<file path="config.mk">
export PLATFORM = sky130hd
export DESIGN_NAME = port_mailbox
export DESIGN_NICKNAME = d
export VERILOG_FILES = /design/src/rtl/mbox_pkg.sv /design/src/rtl/mbox_sync.sv /design/src/rtl/mbox_slave_if.sv /design/src/rtl/mbox_regs.sv /design/src/rtl/port_mailbox.sv
export SDC_FILE = /design/constraint.sdc
export NUM_CORES = 1
export LEC_CHECK = 0
export BUFFER_PORTS_ARGS = -buffer_cell sky130_fd_sc_hd__buf_2
export CAP_MARGIN = 30
export CORE_ASPECT_RATIO = 1.75
export CORE_MARGIN = 8
export CORE_UTILIZATION = 50
export DETAILED_ROUTE_END_ITERATION = 8
export PLACE_DENSITY = 0.78
export SYNTH_ARGS = -nofsm -noshare
export SYNTH_HDL_FRONTEND = slang
export SYNTH_SLANG_ARGS = --single-unit
</file>
<file path="constraint.sdc">
create_clock -name clk -period 1.3 [get_ports clk]
set_input_delay 0.195 -clock clk [delete_from_list [all_inputs] [get_ports clk]]
set_output_delay 0.195 -clock clk [all_outputs]
set_load 0.02 [all_outputs]
</file>
<file path="src/rtl/mbox_pkg.sv">
package mbox_pkg;
  typedef enum logic [1:0] {
    REG_OUTBOX = 2'd0,
    REG_INBOX  = 2'd1,
    REG_STATUS = 2'd2,
    REG_RSVD   = 2'd3
  } mbox_reg_e;

  localparam int ST_OUT_PEND = 0;
  localparam int ST_IN_PEND  = 1;
endpackage

</file>
<file path="src/rtl/mbox_sync.sv">
module mbox_sync #(
  parameter int WIDTH   = 1,
  parameter int STAGES  = 2,
  parameter bit RST_VAL = 1'b0
) (
  input  logic             clk,
  input  logic             rst_n,
  input  logic [WIDTH-1:0] d,
  output logic [WIDTH-1:0] q
);
  logic [WIDTH-1:0] stg_q [STAGES];
  logic [WIDTH-1:0] stg_d [STAGES];

  always_comb begin
    stg_d[0] = d;
    for (int i = 1; i < STAGES; i++) stg_d[i] = stg_q[i-1];
  end

  always_ff @(posedge clk or negedge rst_n) begin
    if (!rst_n) begin
      for (int i = 0; i < STAGES; i++) stg_q[i] <= {WIDTH{RST_VAL}};
    end else begin
      for (int i = 0; i < STAGES; i++) stg_q[i] <= stg_d[i];
    end
  end

  assign q = stg_q[STAGES-1];
endmodule

</file>
<file path="src/rtl/mbox_slave_if.sv">
module mbox_slave_if #(
  parameter int SYNC_STAGES = 2
) (
  input  logic clk,
  input  logic rst_n,
  input  logic s_cs_n,
  input  logic s_rd_n,
  input  logic s_wr_n,
  output logic wr_busy,
  output logic wr_done,
  output logic rd_done
);
  logic [2:0] pins_s;
  logic       cs_s, rd_s, wr_s;
  logic       wr_act, rd_act;
  logic       wr_act_q, rd_act_q;

  mbox_sync #(.WIDTH(3), .STAGES(SYNC_STAGES), .RST_VAL(1'b1)) u_pin_sync (
    .clk  (clk),
    .rst_n(rst_n),
    .d    ({s_cs_n, s_rd_n, s_wr_n}),
    .q    (pins_s)
  );

  assign {cs_s, rd_s, wr_s} = pins_s;

  // write wins when both strobes are low
  always_comb begin
    wr_act = ~cs_s & ~wr_s;
    rd_act = ~cs_s & ~rd_s & ~wr_act;
  end

  always_ff @(posedge clk or negedge rst_n) begin
    if (!rst_n) begin
      wr_act_q <= 1'b0;
      rd_act_q <= 1'b0;
    end else begin
      wr_act_q <= wr_act;
      rd_act_q <= rd_act;
    end
  end

  assign wr_busy = wr_act;
  assign wr_done = wr_act_q & ~wr_act;
  assign rd_done = rd_act_q & ~rd_act;
endmodule

</file>
<file path="src/rtl/mbox_regs.sv">
module mbox_regs
  import mbox_pkg::*;
#(
  parameter int DATA_W = 8
) (
  input  logic              clk,
  input  logic              rst_n,
  input  logic [1:0]        m_addr,
  input  logic              m_wr,
  input  logic              m_rd,
  input  logic [DATA_W-1:0] m_wdata,
  output logic [DATA_W-1:0] m_rdata,
  input  logic [DATA_W-1:0] port_in,
  input  logic              wr_busy,
  input  logic              wr_done,
  input  logic              rd_done,
  output logic [DATA_W-1:0] out_q,
  output logic [DATA_W-1:0] in_q,
  output logic              out_full,
  output logic              in_full
);
  logic [DATA_W-1:0] shadow_q, shadow_d;
  logic [DATA_W-1:0] out_d, in_d;
  logic              out_full_d, in_full_d;
  logic              out_we, in_re;
  logic [DATA_W-1:0] status;

  always_comb begin
    out_we = m_wr & (m_addr == REG_OUTBOX);
    in_re  = m_rd & (m_addr == REG_INBOX);

    shadow_d = wr_busy ? port_in : shadow_q;
    out_d    = out_we  ? m_wdata : out_q;
    in_d     = wr_done ? shadow_q : in_q;

    // a set in the same cycle beats a clear
    out_full_d = out_full;
    if (rd_done) out_full_d = 1'b0;
    if (out_we)  out_full_d = 1'b1;

    in_full_d = in_full;
    if (in_re)   in_full_d = 1'b0;
    if (wr_done) in_full_d = 1'b1;
  end

  always_ff @(posedge clk or negedge rst_n) begin
    if (!rst_n) begin
      shadow_q <= '0;
      out_q    <= '0;
      in_q     <= '0;
      out_full <= 1'b0;
      in_full  <= 1'b0;
    end else begin
      shadow_q <= shadow_d;
      out_q    <= out_d;
      in_q     <= in_d;
      out_full <= out_full_d;
      in_full  <= in_full_d;
    end
  end

  always_comb begin
    status              = '0;
    status[ST_OUT_PEND] = out_full;
    status[ST_IN_PEND]  = in_full;
    case (m_addr)
      REG_OUTBOX: m_rdata = out_q;
      REG_INBOX:  m_rdata = in_q;
      REG_STATUS: m_rdata = status;
      default:    m_rdata = '0;
    endcase
  end
endmodule

</file>
<file path="src/rtl/port_mailbox.sv">
module port_mailbox #(
  parameter int DATA_W      = 8,
  parameter int SYNC_STAGES = 2
) (
  input  logic              clk,
  input  logic              rst_n,
  input  logic [1:0]        m_addr,
  input  logic              m_wr,
  input  logic              m_rd,
  input  logic [DATA_W-1:0] m_wdata,
  output logic [DATA_W-1:0] m_rdata,
  input  logic              s_cs_n,
  input  logic              s_rd_n,
  input  logic              s_wr_n,
  input  logic [DATA_W-1:0] port_in,
  output logic [DATA_W-1:0] port_out,
  output logic              port_oe
);
  logic              rst_sn;
  logic              wr_busy, wr_done, rd_done;
  logic [DATA_W-1:0] out_q, in_q;
  logic              out_full, in_full;

  mbox_sync #(.WIDTH(1), .STAGES(2), .RST_VAL(1'b0)) u_rst_sync (
    .clk  (clk),
    .rst_n(rst_n),
    .d    (1'b1),
    .q    (rst_sn)
  );

  mbox_slave_if #(.SYNC_STAGES(SYNC_STAGES)) u_slave_if (
    .clk    (clk),
    .rst_n  (rst_sn),
    .s_cs_n (s_cs_n),
    .s_rd_n (s_rd_n),
    .s_wr_n (s_wr_n),
    .wr_busy(wr_busy),
    .wr_done(wr_done),
    .rd_done(rd_done)
  );

  mbox_regs #(.DATA_W(DATA_W)) u_regs (
    .clk     (clk),
    .rst_n   (rst_sn),
    .m_addr  (m_addr),
    .m_wr    (m_wr),
    .m_rd    (m_rd),
    .m_wdata (m_wdata),
    .m_rdata (m_rdata),
    .port_in (port_in),
    .wr_busy (wr_busy),
    .wr_done (wr_done),
    .rd_done (rd_done),
    .out_q   (out_q),
    .in_q    (in_q),
    .out_full(out_full),
    .in_full (in_full)
  );

  // drive the lane straight from the pins so data is there during the pulse
  assign port_oe  = ~s_cs_n & ~s_rd_n & s_wr_n;
  assign port_out = out_q;
endmodule

</file>
Word-level counts from Yosys, hierarchy flattened. Cells that the tools add are included.

Equality and inequality tests: 2. Mux-type cells: 5. Bitwise gates (word level): 16. Reductions and logical operators: 3.

Operator list (number): $pmux 8 s3 (1); $and 1x1->1 (9); $not 1->1 (7); $mux 1 (4); $reduce_bool 2->1 (2); $eq 2x1->1 const B (1); $eq 2x2->1 const B (1); $logic_not 2->1 (1).

Flip-flop bits (word level): 36. Word-level logic and storage cells: 37.

Longest topological paths before layout. Gate-level depths: netlist of the first run.

Depth in word-level cells: 8. Depth in mapped cells: 3. Mapped depth without buffers: 2.

By module. Synthesis of the first run repeated with hierarchy kept, for this count alone.

Cells, all modules: 92. Area, all modules: 1413.9 um^2.

Modules (own cells, without submodules): mbox_regs (times used 1, cells each 76, area each 1111.1 um^2, sequential area each 650.6 um^2); mbox_sync (u_slave_if.u_pin_sync) (times used 1, cells each 6, area each 157.7 um^2, sequential area each 157.7 um^2); mbox_slave_if (times used 1, cells each 6, area each 78.8 um^2, sequential area each 50.0 um^2); mbox_sync (u_rst_sync) (times used 1, cells each 2, area each 50.0 um^2, sequential area each 50.0 um^2); port_mailbox (times used 1, cells each 2, area each 16.3 um^2, sequential area each 0.0 um^2).

Worst setup path after synthesis of the first run. No wires, ideal clock.

Path kind: flip-flop to flip-flop. Start point: register u_slave_if.u_pin_sync.stg_q, in the netlist u_slave_if.u_pin_sync.q[0]. End point: register u_regs.in_q[0]. Arrival: 1.042 ns. Required time: 1.175 ns. Path slack: 0.133 ns. Cell stages (with the launch flop): 3. Buffers on the path: 0. Cells stage by stage: dfstp_2 -> o21ai_2 -> mux2_2.

Word-level cells in the longest chain between the ends: 4.

Ends and longest elaborated chain: start, declared (RTL line mbox_sync.sv:11) `logic [WIDTH-1:0] stg_q [STAGES];`; $not 1->1 (RTL line mbox_slave_if.sv:29) `wr_act = ~cs_s & ~wr_s;`; $and 1x1->1 (RTL line mbox_slave_if.sv:29); $not 1->1 (RTL line mbox_slave_if.sv:44) `assign wr_done = wr_act_q & ~wr_act;`; $and 1x1->1 (RTL line mbox_slave_if.sv:44); end signal, assigned (RTL line mbox_regs.sv:56) `in_q <= in_d;`; end, declared (RTL line mbox_regs.sv:18) `output logic [DATA_W-1:0] in_q,`.

No other way between the ends. A chain may end at the register's enable or synchronous reset.

Final worst setup path of the first run.
Start point: register u_regs.out_q[0]. End point: output port m_rdata[0].

Word-level cells in the longest chain between the ends: 1.

Ends and longest elaborated chain: start, declared (RTL line mbox_regs.sv:17) `output logic [DATA_W-1:0] out_q,`; start signal, assigned (RTL line mbox_regs.sv:55) `out_q <= out_d;`; $pmux 8 s3 (RTL line mbox_regs.sv:66) `case (m_addr)`; end, declared (RTL line port_mailbox.sv:11) `output logic [DATA_W-1:0] m_rdata,`.

No other way between the ends.

==> results_dict.tcl, run 1 <==
set metrics [dict create \
    core_um2 2690 \
    syn_inst 91 \
    synth_fp_nets 116 \
    start_util 0.522 \
    worstSkewPairLatency_ps 280 \
    yosys_warnings 0 \
    avgRoutedWirePerCell_um 15.1 \
    hp-class "primary input to flip-flop" \
    synth_top_area_frac 0.535 \
    max-vdd-ir-drop_mv 1.11 \
    worstPathRequired_ps 1110 \
    synth_area_leaders "dfrtp_1 53%, mux2_2 19%, dfstp_2 11%" \
    synthArstFlopShare 1.00 \
    power.leakage_nw 0.871 \
    vias_per_cell 5.09 \
    cts_sinks 36 \
    synth-main-ff-cell "dfrtp_1" \
    portBuffers 41 \
    yosysMostFrequentCell "dfrtp_1" \
    period_share 0.951 \
    synth-seq-cells 36 \
    placed_area_um2 1700 \
    skew_ps 10.6 \
    cts-root-buf "clkbuf_8" \
    grt_start_max_net_pins 35 \
    fmax_ghz 0.809 \
    num_vias 876 \
    seqCellArea_um2 908 \
    die_x_um 56.1 \
    ys_seq_area_frac 0.647 \
    placedCellCount 162 \
    clk_pin_slew_ps 70 \
    crit_type "flip-flop to output pin" \
    gp_congestion 0.785 \
    worstPathArrival_ps 1040 \
    finalSetupViolCount 0 \
    worstPathMaxFanout 3 \
    cts_tree "yes" \
    drtIter0Drc 21 \
    diodes 0 \
    ys_types 18 \
    grt_pass1_vias 944 \
    synth_top_cells_by_count "30 x dfrtp_1, 24 x mux2_2, 8 x mux2i_1" \
    multiInputGateArea_um2 489 \
    fin_area_um2 1820 \
    hold_ws_ps 20.6 \
    layout.nets 169 \
    cts_made_buffers 5 \
    cp-start-kind "flip-flop" \
    synth_edf_count 0 \
    die_area_um2 4830 \
    rsz0062_at_grt "yes" \
    drt_first_pass_iters 3 \
    drive_above_1_share 0.600 \
    grt_use_total 0.114 \
    fin_cells 172 \
    fillers 203 \
    status "finished clean" \
    fp-row-count 25 \
    place_hpwl_um 2090 \
    grt_pass1_wl_um 4370 \
    syn_area_um2 1400 \
    yosysTopAreaCell "dfrtp_1" \
    gr-total-overflow 0 \
    synth.avg_cell_area_um2 15.4 \
    fp.dieH_um 86.1 \
    htreeDepth 2 \
    maxCapViolations 0 \
    io_pins 42 \
    synthToLayoutAreaGrowth_pct 29.4 \
    min_period_ps 1240 \
    wl_um 2600 \
    drcViolationCount 0 \
    antenna_found_initial 0 \
    postRouteAntennaNets 0 \
    endpoint_kind "output pin" \
    cellPowerDensity_nw_per_um2 1520 \
    report.final.slew_viol_count 0 \
    hold_violations 0 \
    max-clock-path-buffers 2 \
    total_power_mw 2.76 \
]
-- area by class of cell --
cell class / instances / share of cell area
clock inverter: 1 / 0.00413
clock buffer: 7 / 0.0475
tap: 27 / 0.0186
inverter: 1 / 0.00207
sequential: 36 / 0.500
timing repair buffer: 48 / 0.158
multi-input combinational: 52 / 0.269
-- routing by layer --
metal,track usage,wire length (µm),part of all wire,up-vias
met5,0,0,0,-
met4,0.0527,49,0.019,0
met3,0.0695,292,0.11,5
met2,0.198,1360,0.52,33
met1,0.101,902,0.35,414
li1,-,-,-,424
-- state kept, by name, indices dropped and copies added, names as in the netlist, 3 cells and up --
| signal | cells |
|---|---|
| u_regs.out_q | 8 |
| u_slave_if.u_pin_sync.q | 3 |
| u_regs.shadow_q | 8 |
| u_slave_if.u_pin_sync.stg_d | 3 |
| u_regs.in_q | 8 |
-- final timing paths --
| kind | from | endpoint | slack [ps] | cells after the start |
|---|---|---|---|---|
| min reg2reg | u_rst_sync.q | u_regs.in_q[5] | 250 | 1 |
| min in group asynchronous | rst_n | u_rst_sync.stg_d[0] | 220 | 2 |
| max in group asynchronous | u_rst_sync.q | u_slave_if.u_pin_sync.stg_d[1] | 720 | 1 |
| min | s_wr_n | u_slave_if.u_pin_sync.stg_d[0] | 20 | 1 |
| max | u_regs.out_q[0] | m_rdata[0] | 60 | 3 |
| max reg2reg | u_slave_if.u_pin_sync.q[0] | u_regs.shadow_q[5] | 110 | 3 |
-- logic make-up (layout without fill, tap and decap cells) --
kind of cell,Yosys count,after routing,synth area share
AO/OA/AOI/OAI,5,5,0.0294
AND/OR/NAND/NOR,14,14,0.0615
buffers and inverters,3,57,0.00980
multiplexers,32,32,0.250
flip-flops,36,36,0.647
other,1,1,0.00267
-- through the flow --
step,worst slack (ps),utilization,TNS (ps)
after floorplan,133,-,0
after global placement,62.6,0.630,0
after detailed placement,21.9,0.630,0
after CTS,14.2,0.669,0
after global routing,-33.3,0.675,-33.3
final,64.2,0.675,0
-- where the power goes --
part	total, mW	internal [mW]	switching [mW]
logic	0.560	0.283	0.278
registers	1.41	1.31	0.104
clock network	0.788	0.430	0.358
-- cells in the final DEF (no fill, tap or decap), drive strengths merged --
cell	n
mux2i	8
dlygate4sd3	1
buf	47
a311o	1
dfstp	6
clkbuf	7
dfrtp	30
and3b	1
conb	1
and2	1
o2bb2ai	2
nor2	8
clkinvlp	1
o21ai	2
inv	1
mux2	24
nor2b	2
nor3b	2
-- critical path, cell delays in order, from the launching register on --
cell and delay (ps):
dfrtp_1 400, mux2i_1 140, o2bb2ai_1 80, buf_4 150
-- repair_timing --
item	4_1_cts	5_1_grt
buffers inserted	0	1
hold endpoints to repair	2	0
hold buffers	1	0
resized for setup	0	2
endpoints found under the setup margin	0	9
No activity file was read; power rests on OpenSTA's default activity.
==> inputs of run 2 (changes only) <==
Settings changed: ABC_AREA from default to 1, PLACE_DENSITY 0.78 to 0.77.
==> run 2 against run 1 <==
Clock-buffer cell count did not move; sequential share of layout area rose by 1.2 points; register-to-register slack improved by 40 ps; critical path depth rose by 2; worst setup slack improved by 15 ps; clock power fell by 8.2%; largest power group unchanged.
==> results_dict.tcl, run 2 <==
set metrics [dict create \
    die_x_um 57.0 \
    clkPwrFrac 0.285 \
    hold_violations 0 \
    p_int_mw 1.82 \
    power.leakage_nw 0.963 \
    endpoint_kind "output pin" \
    synth-seq-cells 36 \
    synthToLayoutAreaGrowth_pct 21.0 \
    placedCellCount 216 \
    grt_pass1_wl_um 4730 \
    syn_area_um2 1470 \
    vias_per_cell 5.05 \
    crit_chain "buf_2, nor2_4, nand2_1, nand3_1, buf_2" \
    synth_top_family_by_area "simple AND/OR/NAND/NOR gates" \
    num_vias 1136 \
    hp-class "primary input to flip-flop" \
    cts_tree "yes" \
    worstSkewPairLatency_ps 280 \
    clk_pin_slew_ps 60 \
    reg2reg_depth 3 \
    layout_common_cells "60 x nand2_1, 41 x buf_2, 30 x dfrtp_1" \
    power_switching_share 0.283 \
    gp_congestion 0.751 \
    cpPeakStageDelay_ps 310 \
    synth_fp_nets 175 \
    cts_sinks 36 \
    report.final.slew_viol_count 0 \
    maxCapViolations 0 \
    synth_fa_ha_area_frac 0 \
    met3_usage 0.0624 \
    ys_seq_area_frac 0.619 \
    comb_power_share 0.180 \
    grt_start_max_net_pins 28 \
    drive_above_1_share 0.345 \
    met2_usage 0.194 \
    endpoint "m_rdata[0]" \
    synth-xor-area-share 0 \
    placed_area_um2 1680 \
    gr-total-overflow 0 \
    reg.largest.list "u_regs.in_q: 8 flops, u_regs.out_q: 8 flops, u_regs.shadow_q: 8 flops" \
    fp-row-count 26 \
    core_um2 2860 \
    tns_ps 0 \
    layout.nets 221 \
    fin_cells 225 \
    critPathTopFamily "simple AND/OR/NAND/NOR gates" \
    hold_ws_ps 20.3 \
    max-vdd-ir-drop_mv 0.954 \
    r2r_start "u_slave_if.u_pin_sync.q[0]" \
    grt_pass1_vias 1161 \
    total_power_mw 2.53 \
    r2r-end "u_regs.in_q[6]" \
    drcViolationCount 0 \
    start_util 0.513 \
    die_area_um2 4990 \
    worstPathMaxFanout 17 \
    worstPathArrival_ps 1030 \
    cellPowerDensity_nw_per_um2 1430 \
    min_period_ps 1220 \
    postRouteAntennaNets 0 \
    yosys_warnings 0 \
    synth_compound_area_frac 0.0861 \
    synth_area_leaders "dfrtp_1 51%, nand2_1 15%, dfstp_2 11%" \
    synth-main-ff-cell "dfrtp_1" \
    switchingPower_uw 716 \
    power_frac_seq 0.535 \
    crit_type "primary input to output pin" \
    skew_ps 7.59 \
    place_hpwl_um 2100 \
    htreeDepth 2 \
    synth.avg_cell_area_um2 9.78 \
    cts_setup_buffers 0 \
    io_pins 42 \
    critical_path_buf_inv_count 2 \
    rrSetupSlack_ps 150 \
    cts-root-buf "clkbuf_8" \
    portBuffers 41 \
    syn_inst 150 \
    synth_top_cells_by_count "60 x nand2_1, 30 x dfrtp_1, 13 x inv_1, 13 x nand3_1, 8 x o21ai_2" \
    min_from "s_wr_n" \
    layout_commonest_cell "nand2_1" \
    tightest_slew_ps 531 \
    yosys.area_share.simple 0.227 \
    diodes 0 \
    fin_area_um2 1780 \
    relSlewSlack 0.645 \
    yosysTopAreaCell "dfrtp_1" \
    synthMuxAreaShare 0 \
    fmax_ghz 0.819 \
    drt_first_pass_iters 4 \
    worstSetupStartpoint "m_addr[0]" \
    synth_top_area_frac 0.512 \
    post-route-util 0.620 \
    synth_edf_count 0 \
    grt_use_met1 0.109 \
    finalSetupViolCount 0 \
    yosysMostFrequentCell "nand2_1" \
    layout_setup_ws_ps 79.4 \
    drtIter0Drc 27 \
    avgRoutedWirePerCell_um 12.1 \
    cp-start-kind "primary input" \
    antenna_found_initial 0 \
    path_depth 5 \
    worstPathRequired_ps 1110 \
    status "finished clean" \
    max-clock-path-buffers 2 \
    rsz0062_at_grt "no" \
    fp.dieH_um 87.7 \
    cpMostUsedCell "buf_2" \
    cts_made_buffers 5 \
    period_share 0.939 \
    wl_um 2720 \
    busiest_layer "met2" \
    grt_use_total 0.119 \
    ys_types 18 \
    dp_slack_ps 83.4 \
    synthArstFlopShare 1.00 \
    slowest_stage "nor2_4" \
]
-- run 2: repair_timing --
| item | 4_1_cts | 5_1_grt |
|---|---|---|
| hold buffers | 1 | 0 |
| resized for setup | 0 | 0 |
| hold endpoints to repair | 2 | 0 |
| setup endpoints to repair | 0 | 0 |
-- run 2: area by class of cell --
| class | instances | area (µm²) |
|---|---|---|
| fillers | 267 | 1090 |
| flip-flops and latches | 36 | 908 |
| multi-input cells | 96 | 463 |
| repair buffers | 43 | 235 |
| clock buffers | 7 | 76.3 |
| inverters | 14 | 52.6 |
| well taps | 28 | 35.0 |
| clock inverters | 1 | 5.00 |
-- run 2: cells by family after synthesis --
family,after synthesis
AOI/OAI and AO/OA,17
buffers and inverters,18
DFF,36
other,1
and+or+nand+nor,78
-- run 2: worst min-delay path by stage --
stage,endpoint,slack [ps],cells after the start
after floorplan,u_rst_sync.q,-100,0
after global placement,u_rst_sync.stg_d[0],-20,1
after detailed placement,u_rst_sync.q,-20,1
after CTS,u_slave_if.u_pin_sync.stg_d[0],6,1
after global routing,u_slave_if.u_pin_sync.stg_d[0],5,1
final,u_slave_if.u_pin_sync.stg_d[0],20,1
-- run 2: routing by layer --
layer  up-vias  share of wire
met5         -              0
met4         0          0.035
met3         7           0.11
met2        57           0.44
met1       517           0.41
li1        555              -
-- run 2: power groups by stage --
| stage | sequential [mW] | clock (mW) | combinational, mW |
|---|---|---|---|
| 2_1_floorplan | 1.42 | 0 | 0.253 |
| 3_3_place_gp | 1.36 | 0 | 0.446 |
| 3_5_place_dp | 1.37 | 0 | 0.460 |
| 4_1_cts | 1.35 | 0.764 | 0.464 |
| 5_1_grt | 1.38 | 0.807 | 0.514 |
| 6_report | 1.35 | 0.723 | 0.455 |
